File: src/rtl/pix_op_pkg.sv
`timescale 1ns/1ps
// Shared operation codes for the pixel point-operation stage.
// Assumes a 3-bit mode field; unlisted codes mean pass-through.
package pix_op_pkg;
    typedef enum logic [2:0] {
        OP_GRAY   = 3'd0,
        OP_YCC    = 3'd1,
        OP_INV    = 3'd2,
        OP_BRIGHT = 3'd3,
        OP_BIN    = 3'd4
    } op_e;
endpackage

File: src/rtl/pix_lane_op.sv
`timescale 1ns/1ps
// Per-component operations: complement and saturating signed offset.
// Assumes an unsigned component and a two's-complement offset.
module pix_lane_op #(
    parameter int COMP_W = 8,
    parameter int OFS_W  = 9
) (
    input  logic [COMP_W-1:0]       comp,
    input  logic signed [OFS_W-1:0] ofs,
    output logic [COMP_W-1:0]       inv,
    output logic [COMP_W-1:0]       bright
);
    localparam int BW = ((COMP_W > OFS_W) ? COMP_W : OFS_W) + 2;
    localparam logic signed [BW-1:0] MAXV = BW'((1 << COMP_W) - 1);

    logic signed [BW-1:0] sum;

    // Complement against full scale.
    assign inv = ~comp;

    // Add the offset, then saturate to the component range.
    always_comb begin
        sum = $signed({{(BW-COMP_W){1'b0}}, comp}) + BW'(ofs);
        if (sum < 0)
            bright = '0;
        else if (sum > MAXV)
            bright = '1;
        else
            bright = sum[COMP_W-1:0];
    end
endmodule

File: src/rtl/pix_color_conv.sv
`timescale 1ns/1ps
// Division-free colour conversions: channel mean and YCbCr.
// Assumes 8-bit components; the constants are scaled for that width.
module pix_color_conv #(
    parameter int COMP_W = 8
) (
    input  logic [COMP_W-1:0] r,
    input  logic [COMP_W-1:0] g,
    input  logic [COMP_W-1:0] b,
    output logic [COMP_W-1:0] gray,
    output logic [COMP_W-1:0] y,
    output logic [COMP_W-1:0] cb,
    output logic [COMP_W-1:0] cr
);
    localparam int SUM_W  = COMP_W + 2;
    localparam int PROD_W = SUM_W + 8;
    localparam int SW     = COMP_W + 6;
    localparam logic signed [SW-1:0] Y_BIAS = SW'(1 << COMP_W);
    localparam logic signed [SW-1:0] C_BIAS = SW'(1 << (COMP_W + 3));
    localparam logic signed [SW-1:0] MAXV   = SW'((1 << COMP_W) - 1);

    logic [SUM_W-1:0]     sum3;
    logic [PROD_W-1:0]    prod;
    logic signed [SW-1:0] rs, gs, bs;
    logic signed [SW-1:0] y_acc, cb_acc, cr_acc;

    // Clamp a signed intermediate to the component range.
    function automatic logic [COMP_W-1:0] sat(input logic signed [SW-1:0] v);
        if (v < 0)
            return '0;
        else if (v > MAXV)
            return '1;
        else
            return v[COMP_W-1:0];
    endfunction

    // Mean approximation: multiply by 171, shift right by 9.
    always_comb begin
        sum3 = SUM_W'(r) + SUM_W'(g) + SUM_W'(b);
        prod = PROD_W'(sum3) * PROD_W'(171);
        gray = prod[9 +: COMP_W];
    end

    // Sixteenths-weighted YCbCr with rounding bias, then clamp.
    always_comb begin
        rs     = $signed({{(SW-COMP_W){1'b0}}, r});
        gs     = $signed({{(SW-COMP_W){1'b0}}, g});
        bs     = $signed({{(SW-COMP_W){1'b0}}, b});
        y_acc  = (4 * rs + 8 * gs + 2 * bs + Y_BIAS) >>> 4;
        cb_acc = (C_BIAS - 2 * rs - 5 * gs + 7 * bs) >>> 4;
        cr_acc = (C_BIAS + 7 * rs - 6 * gs - bs) >>> 4;
        y      = sat(y_acc);
        cb     = sat(cb_acc);
        cr     = sat(cr_acc);
    end
endmodule

File: src/rtl/pix_point_stage.sv
`timescale 1ns/1ps
// Streaming RGB point-operation stage with a single output register.
// Assumes R in the top byte; mode, offset and threshold are sampled at
// the input handshake. One cycle of latency; stalls follow the output.
module pix_point_stage
    import pix_op_pkg::*;
#(
    parameter int COMP_W = 8,
    parameter int OFS_W  = 9
) (
    input  logic                    clk,
    input  logic                    rst_n,
    input  logic [2:0]              mode,
    input  logic signed [OFS_W-1:0] bright_ofs,
    input  logic [COMP_W-1:0]       thresh,
    input  logic [3*COMP_W-1:0]     s_tdata,
    input  logic                    s_tuser,
    input  logic                    s_tlast,
    input  logic                    s_tvalid,
    output logic                    s_tready,
    output logic [3*COMP_W-1:0]     m_tdata,
    output logic                    m_tuser,
    output logic                    m_tlast,
    output logic                    m_tvalid,
    input  logic                    m_tready
);
    localparam int PIX_W = 3 * COMP_W;

    logic [COMP_W-1:0] comp [3];
    logic [COMP_W-1:0] inv_c [3];
    logic [COMP_W-1:0] brt_c [3];
    logic [COMP_W-1:0] gray, y_v, cb_v, cr_v;
    logic [PIX_W-1:0]  result;
    logic              take;

    // One lane unit per colour; lane 0 is red in the top byte.
    for (genvar i = 0; i < 3; i++) begin : g_lane
        assign comp[i] = s_tdata[(2-i)*COMP_W +: COMP_W];
        pix_lane_op #(.COMP_W(COMP_W), .OFS_W(OFS_W)) u_lane (
            .comp   (comp[i]),
            .ofs    (bright_ofs),
            .inv    (inv_c[i]),
            .bright (brt_c[i])
        );
    end

    pix_color_conv #(.COMP_W(COMP_W)) u_conv (
        .r    (comp[0]),
        .g    (comp[1]),
        .b    (comp[2]),
        .gray (gray),
        .y    (y_v),
        .cb   (cb_v),
        .cr   (cr_v)
    );

    // Select the operation result for the current mode.
    always_comb begin
        case (mode)
            OP_GRAY:   result = {3{gray}};
            OP_YCC:    result = {y_v, cb_v, cr_v};
            OP_INV:    result = {inv_c[0], inv_c[1], inv_c[2]};
            OP_BRIGHT: result = {brt_c[0], brt_c[1], brt_c[2]};
            OP_BIN:    result = (gray > thresh) ? '1 : '0;
            default:   result = s_tdata;
        endcase
    end

    // Accept when the register is empty or being drained this cycle.
    assign s_tready = !m_tvalid || m_tready;
    assign take     = s_tvalid && s_tready;

    // Output register: load on accept, clear when drained with no refill.
    always_ff @(posedge clk) begin
        if (!rst_n) begin
            m_tvalid <= 1'b0;
            m_tdata  <= '0;
            m_tuser  <= 1'b0;
            m_tlast  <= 1'b0;
        end else if (take) begin
            m_tvalid <= 1'b1;
            m_tdata  <= result;
            m_tuser  <= s_tuser;
            m_tlast  <= s_tlast;
        end else if (m_tready) begin
            m_tvalid <= 1'b0;
        end
    end

    // a stalled output holds valid, data and flags.
    p_stall_hold_r8: assert property (@(posedge clk) disable iff (!rst_n)
        (m_tvalid && !m_tready) |=>
            (m_tvalid && $stable(m_tdata) && $stable(m_tuser) && $stable(m_tlast)));

    // an accepted pixel is present on the output one cycle later.
    p_accept_lat_r7: assert property (@(posedge clk) disable iff (!rst_n)
        (s_tvalid && s_tready) |=> m_tvalid);

    // flags travel with the accepted pixel.
    p_flag_align_r7: assert property (@(posedge clk) disable iff (!rst_n)
        (s_tvalid && s_tready) |=> (m_tuser == $past(s_tuser) && m_tlast == $past(s_tlast)));

    // binary mode yields only full black or full white.
    p_bin_level_r5: assert property (@(posedge clk) disable iff (!rst_n)
        (s_tvalid && s_tready && mode == OP_BIN) |=> (m_tdata == '0 || m_tdata == '1));

    // gray mode result is identical on all three lanes.
    p_gray_lanes_r1: assert property (@(posedge clk) disable iff (!rst_n)
        (s_tvalid && s_tready && mode == OP_GRAY) |=>
            (m_tdata[PIX_W-1 -: COMP_W] == m_tdata[COMP_W +: COMP_W]
             && m_tdata[COMP_W +: COMP_W] == m_tdata[COMP_W-1:0]));

    // reset empties the output register.
    p_reset_empty_r10: assert property (@(posedge clk) !rst_n |=> !m_tvalid);
endmodule

File: config.mk
export PLATFORM = sky130hd
export DESIGN_NAME = pix_point_stage
export DESIGN_NICKNAME = d
export VERILOG_FILES = /design/src/rtl/pix_op_pkg.sv /design/src/rtl/pix_lane_op.sv /design/src/rtl/pix_color_conv.sv /design/src/rtl/pix_point_stage.sv
export SDC_FILE = /design/constraint.sdc
export NUM_CORES = 1
export LEC_CHECK = 0
export ABC_AREA = 1
export BUFFER_PORTS_ARGS = -buffer_cell sky130_fd_sc_hd__buf_4
export CORE_MARGIN = 1
export CORE_UTILIZATION = 25
export DETAILED_ROUTE_END_ITERATION = 12
export SLEW_MARGIN = 20
export SYNTH_ARGS = -nofsm -noshare
export SYNTH_HDL_FRONTEND = slang
export SYNTH_HIERARCHICAL = 1
export SYNTH_SLANG_ARGS = --single-unit
File: constraint.sdc
create_clock -name clk -period 18.9 [get_ports clk]
set_input_delay 0.945 -clock clk [delete_from_list [all_inputs] [get_ports clk]]
set_output_delay 0.945 -clock clk [all_outputs]
set_load 0.02 [all_outputs]
# ---- Yosys cells after proc, flatten, opt, wreduce, memory -nomap -nowiden
# Cells that the tools add are included.
dict set report word_totals {
  out_inout_bits 28
  memories 0
  latchBits 0
  mem_bits_rw 0
  input_bits 50
  register_bits 27
  rom_bits 0
  word_cells 64
}
dict set report op_classes {
  reduce_logical 5
  n_div 0
  add_sub_neg 14
  shift 0
  n_lt_le_gt_ge 13
  mul 5
  bitwise 3
  muxes 16
  eq_ne 4
}
# op n
set op_table {}
lappend op_table {{one-hot mux 24 bit (5 select lines)} 1}
lappend op_table {{2-to-1 mux 8 bit} 12}
lappend op_table {{> comparator 14 x 9 -> 1 bit, second input constant} 3}
lappend op_table {{< comparator 14 x 1 -> 1 bit, second input constant} 3}
lappend op_table {{subtractor 18 bit} 2}
lappend op_table {{multiplier 3 x 8 -> 11 bit, first input constant} 3}
lappend op_table {{adder 9 x 9 -> 10 bit} 3}
lappend op_table {{> comparator 10 x 9 -> 1 bit, second input constant} 3}
lappend op_table {{< comparator 10 x 1 -> 1 bit, second input constant} 3}
lappend op_table {{2-to-1 mux 24 bit} 1}
lappend op_table {{NOT 8 bit} 3}
lappend op_table {{adder 13 x 18 -> 18 bit, first input constant} 1}
lappend op_table {{adder 18 x 10 -> 18 bit} 1}
lappend op_table {{adder 18 x 10 -> 18 bit, second input constant} 1}
lappend op_table {{adder 18 x 12 -> 18 bit} 1}
lappend op_table {{subtractor 18 x 9 -> 18 bit} 1}
lappend op_table {{multiplier 10 x 8 -> 17 bit, second input constant} 1}
lappend op_table {{subtractor 12 x 9 -> 13 bit, first input constant} 1}
lappend op_table {{adder 10 x 11 -> 12 bit} 1}
lappend op_table {{adder 10 x 8 -> 10 bit} 1}
lappend op_table {{multiplier 2 x 8 -> 10 bit, first input constant} 1}
lappend op_table {{adder 8 x 8 -> 9 bit} 1}
lappend op_table {{> comparator 8 bit} 1}
lappend op_table {{== test 3 x 2 -> 1 bit, second input constant} 2}
lappend op_table {{other kinds (8)} 9}

# ---- Depth between registers and ports, before layout
# Gate-level depths: netlist of run 1.
dict set report depth {
  word_depth 8
  depth_mapped 34
}

# ---- Hierarchy
# The synthesis of run 1 kept the hierarchy.
# module cells_per_inst instances area_per_inst_um2
set modules_own_cells {}
lappend modules_own_cells {pix_color_conv 819 1 6150.9}
lappend modules_own_cells {pix_point_stage 390 1 2205.9}
lappend modules_own_cells {pix_lane_op 126 3 701.9}

# ---- Least setup slack after synthesis of run 1
# No wires, ideal clock.
dict set report synth_path {
  path_kind {input to register}
  from {input port s_tdata[1]}
  to {register m_tdata[1]}
  cell_stages 32
  arrival_time_ns 6.533
  slack_ns 12.235
  path_cell_list {fa_1 ha_1 fa_1 a21oi_1 o21bai_1 xor2_1 inv_1 ha_1 inv_1 fa_1 fa_1 inv_1 fa_1 ha_1 nand2_1 nor2_1 inv_1 nor3_1 nor2_1 o21ai_0 inv_1 nand2_1 nand2_1 ha_1 a21o_1 nor2_1 nand2_1 nand2_2 buf_2 nand2_1 nand2_1 a21oi_1}
}
dict set report synth_between {
  elab_chain_cells 5
  elab_cells_between_ends 16
  classes_between {add/sub: 3; mul: 1; order compare: 5; mux: 6; bitwise: 1}
}
# item line
set synth_rtl {}
lappend synth_rtl {{from (decl)} pix_point_stage.sv:16} ;# input logic [3*COMP_W-1:0] s_tdata,
lappend synth_rtl {{adder 10 x 8 -> 10 bit} pix_color_conv.sv:39} ;# sum3 = SUM_W'(r) + SUM_W'(g) + SUM_W'(b);
lappend synth_rtl {{multiplier 10 x 8 -> 17 bit} pix_color_conv.sv:40} ;# prod = PROD_W'(sum3) * PROD_W'(171);
lappend synth_rtl {{via gray[7]} pix_point_stage.sv:32} ;# logic [COMP_W-1:0] gray, y_v, cb_v, cr_v;
lappend synth_rtl {{> comparator 8 bit} pix_point_stage.sv:64} ;# OP_BIN: result = (gray > thresh) ? '1 : '0;
lappend synth_rtl {{2-to-1 mux 24 bit} pix_point_stage.sv:64}
lappend synth_rtl {{one-hot mux 24 bit (5 select lines)} pix_point_stage.sv:59} ;# case (mode)
lappend synth_rtl {{to (signal assigned)} pix_point_stage.sv:82} ;# m_tdata <= result;
lappend synth_rtl {{to (decl)} pix_point_stage.sv:21} ;# output logic [3*COMP_W-1:0] m_tdata,
# The timed path passes the listed nets, and every way through them passes these cells.
# A chain may end at the register's enable or synchronous reset.

# ---- Final worst setup path of run 1
dict set report layout_path {
  from {input port s_tdata[1]}
  to {register m_tdata[0]}
}
# Same word-level chain as after synthesis.

==> results of run 1 <==
## routing by layer
layer  share of wire [%]  vias to the layer above  routed length [µm]
met5                   0                        -                   0
met4                 4.3                        0                1329
met3                 3.6                       60                1135
met2                  48                      213               14920
met1                  44                     4568               13840
li1                    -                     5127                   -
## area by class of cell
cell class              instances  share of cell area [%]
multi-input cells            1213                   73.56
inverters                     324                   10.44
well taps                     532                   5.704
repair buffers                 77                   4.954
flip-flops and latches         27                   4.632
clock buffers                   3                  0.6434
clock inverters                 1                 0.04289
diodes                          1                 0.02145
## worst reg2reg max path, stage by stage, from the launching register on
cell and delay, ns:
dfxtp_1 0.31, nand2_1 0.11, nand2_2 0.33, inv_1 0.66, o21ai_0 0.30, inv_1 0.14, nand2_1 0.06, a21oi_1 0.11
## kinds of logic (layout without fill, tap and decap cells)
kind of cell / count (synthesis) / after routing / share of synthesized area (%)
and+or+nand+nor: 725 / 725 / 32.43
DFF: 27 / 27 / 5.166
xor gates and xnor gates: 65 / 65 / 5.441
AOI/OAI and AO/OA: 177 / 177 / 9.651
buffers and inverters: 347 / 405 / 12.80
other: 0 / 1 / 0
adders and majority gates: 246 / 246 / 34.51
## synthesized netlist by cell type, drive strengths merged
master  instances
a21boi          3
a21o            9
a21oi         104
a221oi          1
a31oi           1
buf            17
clkbuf          6
clkinv          1
dfxtp          27
fa             71
ha            175
inv           323
nand2         462
nand3         112
nand3b          6
nand4          43
nor2           88
nor3            8
nor4            1
o211ai          3
o21a            1
o21ai          49
o21bai          6
or2             5
xnor2          30
xor2           35
## stage by stage
| stage | setup WS (ns) | area [µm²] | utilization, % |
|---|---|---|---|
| 2_1_floorplan | 12.23 | 10460 | - |
| 3_3_place_gp | 11.59 | 11590 | 28.25 |
| 3_5_place_dp | 11.51 | 11590 | 28.25 |
| 4_1_cts | 11.77 | 11670 | 28.44 |
| 5_1_grt | 11.21 | 11670 | 28.45 |
| 6_report | 11.74 | 11670 | 28.45 |
## final timing paths
check                                         startpoint                        to  slack (ns)
worst min register to register  m_tdata[15]$_SDFFE_PN0P_  m_tdata[15]$_SDFFE_PN0P_        0.47
worst max-delay path                          s_tdata[1]   m_tdata[0]$_SDFFE_PN0P_       11.74
worst min-delay path            m_tdata[15]$_SDFFE_PN0P_  m_tdata[15]$_SDFFE_PN0P_        0.47
worst max register to register     m_tvalid$_SDFFE_PN0P_   m_tdata[1]$_SDFFE_PN0P_       16.81
## flip-flops by register name, indices dropped and copies added, names as in the netlist
| register | count |
|---|---|
| m_tvalid | 1 |
| m_tlast | 1 |
| m_tuser | 1 |
| m_tdata | 24 |
## layout by cell type (no fill, tap or decap), types with 2 or more instances in the layout
| master | n |
|---|---|
| nand2_2 | 17 |
| nor2_2 | 6 |
| a21o_1 | 9 |
| nand3_2 | 22 |
| nor3_1 | 6 |
| nor2_1 | 76 |
| nand2_4 | 12 |
| a21boi_2 | 3 |
| nor2_4 | 4 |
| nand3b_1 | 6 |
| nor2_8 | 2 |
| clkbuf_16 | 3 |
| fa_1 | 71 |
| nand4_2 | 3 |
| nor3_4 | 2 |
| inv_2 | 11 |
| a21oi_2 | 10 |
| nand2_1 | 433 |
| xnor2_1 | 30 |
| inv_1 | 311 |
| buf_4 | 77 |
| or2_1 | 4 |
| ha_1 | 175 |
| o21ai_1 | 3 |
| nand4_1 | 39 |
| nand3_1 | 90 |
| xor2_1 | 35 |
| a21oi_1 | 93 |
| dfxtp_1 | 27 |
| o211ai_1 | 3 |
| o21ai_0 | 45 |
| o21bai_1 | 6 |
==> impl_results.md, run 1 <==
* Core box area at 41,020 µm²
* Total GRT Usage at 14.89%
* Mapped Area at 10,460 µm²
* DP HPWL at 26.50 mm
* Total of max-cap violations at 0
* Vias at 9,968
* CP delay by family, top: adder cells
* # hold bufs at CTS at 0
* Die Footprint at 42,670 µm²
* PortBufs at 77
* Synthesized net count at 1,883
* Worst-Margin Slew at 1.003 ns
* Fmax at 139.7 MHz
* Slew HR at 32.92%
* Worst-path fanout max at 24
* Multi-input gate area at 8583 µm²
* Slew Viols, Final at 0
* Number of global-route vias before repair at 9,856
* Sequential share of the synthesized area at 5.166%
* Avg Inst Size Synth at 6.593 µm²
* WHS at 0.4660 ns
* Antenna violations before repair at 1
* Reg area at 540.5 µm²
* Clk_lat worst skew at 0.27 ns
* Clock Skews at 0.001243 ns
* Number of CTS-inserted buffers at 3
* Fillers at 4,509
* Crit path DAT at 7.29 ns
* Final nets at 1,942
* Slowest CP cell: fa_1
* Postcts setup bufs at 0
* Startpoint Class: input port
* Ranking of synthesized cells by area: ha_1, nand2_1, fa_1
* Synthesis-to-layout area growth at 11.53%
* Post-synthesis register bit count at 27
* Placed insts at 2,173
* HP Class: reg -> reg
* GR Layer Usage met1 at 18.98%
* Yosys warning count at 6
* Largest net degree at the start of global routing at 33
* Fin crit share at 37.87%
* # DRC at 3
* CTS tree: yes
* Routed len/inst at 14.34 µm
* H-tree lvl count at 1
* Met2 Use GR at 26.39%
* Layout cells sized above 1 at 10.82%
* Die height at 206.6 µm
* DRC marker count from the first detailed-route iteration at 502
* CP dominant cell by count: nand2_1
* Setup TNS at 0 ns
* Highest cell delay on the worst timing path at 0.51 ns
* CTS root buf: clkbuf_16
* Resized cells post-CTS at 0
* Syn Inst Count at 1,587
* Synth unique cells at 45
* Failing checks: DRC
* Die width at 206.6 µm
* First-pass GRT wire length at 50.49 mm
* Grt peak-use layer: met2
* Final setup fails at 0
* Starting Density at 25.51%
* CTS max path bufs at 2
* CP bufs+invs at 6
* Sinks on Clock Net at 27
* Fin. Hold Viols at 0
* Congestion Overflow GR at 0
* Synth top area share at 20.93%
* Final std cells w/o fill at 2,178
* Worst path required time at 19.04 ns
* Routed WL at 31.23 mm
* I/O pins at 78
* Worst setup path class: in -> reg
* GR Util met3 at 0.7221%
* Hold path cells at 2
* WP depth at 32
* Clk slew on worst S/H paths at 0.07 ns
* FP Rows at 74
* First drt pass iteration count at 9
* RSZ-0062 raised after global routing: false
* Final worst path period need at 7.157 ns
* Critical path endpoint category: register
* Post-route ant nets at 0
* RePlAce Congestion at 0.9191
* Vias per std cell at 4.577
* Status: finished with violations
* Area leader, netlist: ha_1
* Worst-case reg-to-reg path depth at 7
Power of run 1 is not shown: default switching activity piles up to over one toggle a cycle in this logic, so the estimate is an artifact.
==> inputs of run 2 (changes only) <==
Settings changed: ABC_AREA 1 to 0.
Clock period 18.9 ns to 6.7 ns, I/O delays scaled along.
==> impl_results.md, run 2 <==
* Antenna diodes at 0 (-1)
* Pre-CTS WS at -0.3199 ns (-11.83 ns)
* Failing checks: DRC
* Top-count cell post-synth: ha_1
* I/O pins at 78 (unchanged)
* Number of global-route vias before repair at 7,988 (-19%)
* Status: finished with violations
* Post-synth EDFFs at 0 (unchanged)
* CTS root buf: clkbuf_16
* Area leader, netlist: ha_1
* Final std cells w/o fill at 1,626 (-25%)
* DRC marker count from the first detailed-route iteration at 600 (+20%)
* Die Footprint at 37,190 µm² (-13%)
* # hold bufs at CTS at 0 (unchanged)
* Syn Inst Count at 1,052 (-34%)
* Startpoint Class: input port
* Routed WL at 28.88 mm (-7.5%)
* Max reg flops at 24 (unchanged)
* Final worst path period need at 6.521 ns
* Ranking of synthesized cells by area: ha_1, fa_1, a21oi_1
* Yosys warning count at 6 (unchanged)
* Ys async rst share at 0% (unchanged)
* Layout cells sized above 1 at 18.80% (+8.0 points)
* Routed len/inst at 17.76 µm (+24%)
* Highest cell delay on the worst timing path at 0.61 ns (+0.10 ns)
* Slowest CP cell: fa_2
* Setup TNS at 0 ns (unchanged)
* Worst setup path class: in -> reg
* Clk_lat worst skew at 0.26 ns (about the same)
* Largest net degree at the start of global routing at 52 (+58%)
* Most frequent cells in the layout: ha_1, inv_1, buf_4
* Congestion Overflow GR at 0 (unchanged)
* Leading cell type in the layout, fill and taps excluded: ha_1
* # DRC at 9 (+6)
* Top FF cell, synth: dfxtp_1
* CTS tree: yes
* Multi-input gate area at 8024 µm² (-6.5%)
* Setup WS post-layout at 0.1793 ns (-11.56 ns)
* Total GRT Usage at 15.22% (+0.33 points)
* Slew Viols, Final at 0 (unchanged)
* Synthesized net count at 1,348 (-28%)
* Top post-synthesis cells by count: ha_1, inv_1, a21oi_1, fa_1, nor2_1
* CP dominant cell by count: ha_1
* Final setup fails at 0 (unchanged)
* Fillers at 3,778 (-16%)
* First-pass GRT wire length at 43.47 mm (-14%)
* Worst-Margin Slew at 1.393 ns (+0.3904 ns)
* Fmax at 153.4 MHz
* Placed insts at 1,616 (-26%)
* Mapped Area at 9106 µm² (-13%)
* Vias at 8,269 (-17%)
* Slew HR at 6.605% (-26 points)
* RePlAce Congestion at 0.9429 (+2.6%)
* Clock Skews at 0.002433 ns (+0.001190 ns)
* Core box area at 35,740 µm² (-13%)
* Vias per std cell at 5.085 (+11%)
* Sequential share of the synthesized area at 5.936% (+0.77 points)
* Die width at 192.9 µm (-6.6%)
* FP Rows at 69 (-6.8%)
* Fin crit share at 97.32%
* Avg Inst Size Synth at 8.656 µm² (+31%)
* Post-route ant nets at 0 (unchanged)
* Register with the most flip-flops: m_tdata
* Crit path DAT at 6.67 ns (-0.62 ns)
* CTS max path bufs at 2 (unchanged)
* Synth unique cells at 71 (+58%)
* PortBufs at 77 (unchanged)
* Synth top area share at 24.05% (+3.1 points)
* Worst-path fanout max at 12 (-50%)
* Fin. Hold Viols at 0 (unchanged)
* Starting Density at 25.48% (-0.030 points)
* Die height at 192.9 µm (-6.6%)
* Number of CTS-inserted buffers at 3 (unchanged)
* Sinks on Clock Net at 27 (unchanged)
* Post-synthesis register bit count at 27 (unchanged)
* Critical path endpoint category: register
* Total of max-cap violations at 0 (unchanged)
* R2R setup slack at 4.97 ns (-11.84 ns)
* HP Class: in -> reg
* Clk slew on worst S/H paths at 0.07 ns (about the same)
* Final nets at 1,462 (-25%)
* Reg area at 540.5 µm² (unchanged)
* Placed instance area at 10,430 µm² (-10%)
* Antenna violations before repair at 1 (unchanged)
* Synthesis-to-layout area growth at 18.73%
* H-tree lvl count at 1 (unchanged)
* Final Cell Area at 10,810 µm² (-7.3%)
* DP HPWL at 23.81 mm (-10%)
* First drt pass iteration count at 10 (+1)
* Worst path required time at 6.84 ns (-12.20 ns)
==> run 2: cell types whose count changed in the layout (fill, tap and decap cells not counted), moves of 27 or more <==
cell and change:
a211oi_1 +38, buf_4 +54, inv_1 -171, mux2i_1 +27, nand2_1 -406, nand3_1 -82
nand4_1 -34, nor2_1 -33
==> run 2: cell families after synthesis <==
| group | share of synthesized area (%) |
|---|---|
| AO/OA/AOI/OAI | 25.74 |
| adder cells (fa/ha/maj) | 40.09 |
| AND/OR/NAND/NOR | 10.37 |
| buffers and inverters | 8.450 |
| XOR/XNOR | 6.444 |
| multiplexers | 2.968 |
| flip-flops | 5.936 |
==> run 2: path summary, 6_finish.rpt <==
| kind | from | endpoint | cells after the start |
|---|---|---|---|
| max | s_tdata[10] | m_tdata[5]$_SDFFE_PN0P_ | 28 |
| min | s_tuser | m_tuser$_SDFFE_PN0P_ | 3 |
| max reg2reg | m_tvalid$_SDFFE_PN0P_ | m_tdata[5]$_SDFFE_PN0P_ | 5 |
| min reg2reg | m_tuser$_SDFFE_PN0P_ | m_tuser$_SDFFE_PN0P_ | 2 |
==> run 2: worst max-delay path, delay by kind of cell <==
| family | cells | cell delay [ns] |
|---|---|---|
| AO/OA/AOI/OAI | 13 | 2.62 |
| AND/OR/NAND/NOR | 3 | 0.32 |
| XOR/XNOR | 2 | 0.28 |
| adder cells (fa/ha/maj) | 7 | 2.70 |
| buffers and inverters | 3 | 0.41 |
==> run 2: cell type report <==
cell class / instances / share of cell area, %
inverters: 140 / 4.861
multi-input cells: 858 / 74.22
clock inverters: 1 / 0.06944
repair buffers: 136 / 9.825
well taps: 461 / 5.335
flip-flops and latches: 27 / 4.999
clock buffers: 3 / 0.6944
==> run 2: repair_timing <==
action / CTS / global route
resized for setup: 1 / 39
pin swaps: 0 / 23
setup endpoints to repair: 6 / 24
cloned: 0 / 2
setup buffers: 0 / 4
==> run 2: metal layers <==
| metal | track usage, % | wire, µm |
|---|---|---|
| met1 | 21.51 | 13520 |
| met2 | 23.71 | 12540 |
| met5 | 0 | 14 |
| met3 | 2.528 | 2145 |
| met4 | 3.846 | 663 |
==> run 2: stage by stage <==
step                util [%]  hold slack [ns]
floorplan                  -           0.4739
global placement       29.17           0.4525
detailed placement     29.17           0.4700
CTS                    29.42           0.3313
global route           30.25           0.3350
finish                 30.25           0.3289
Power of run 2 is left out for the same reason.
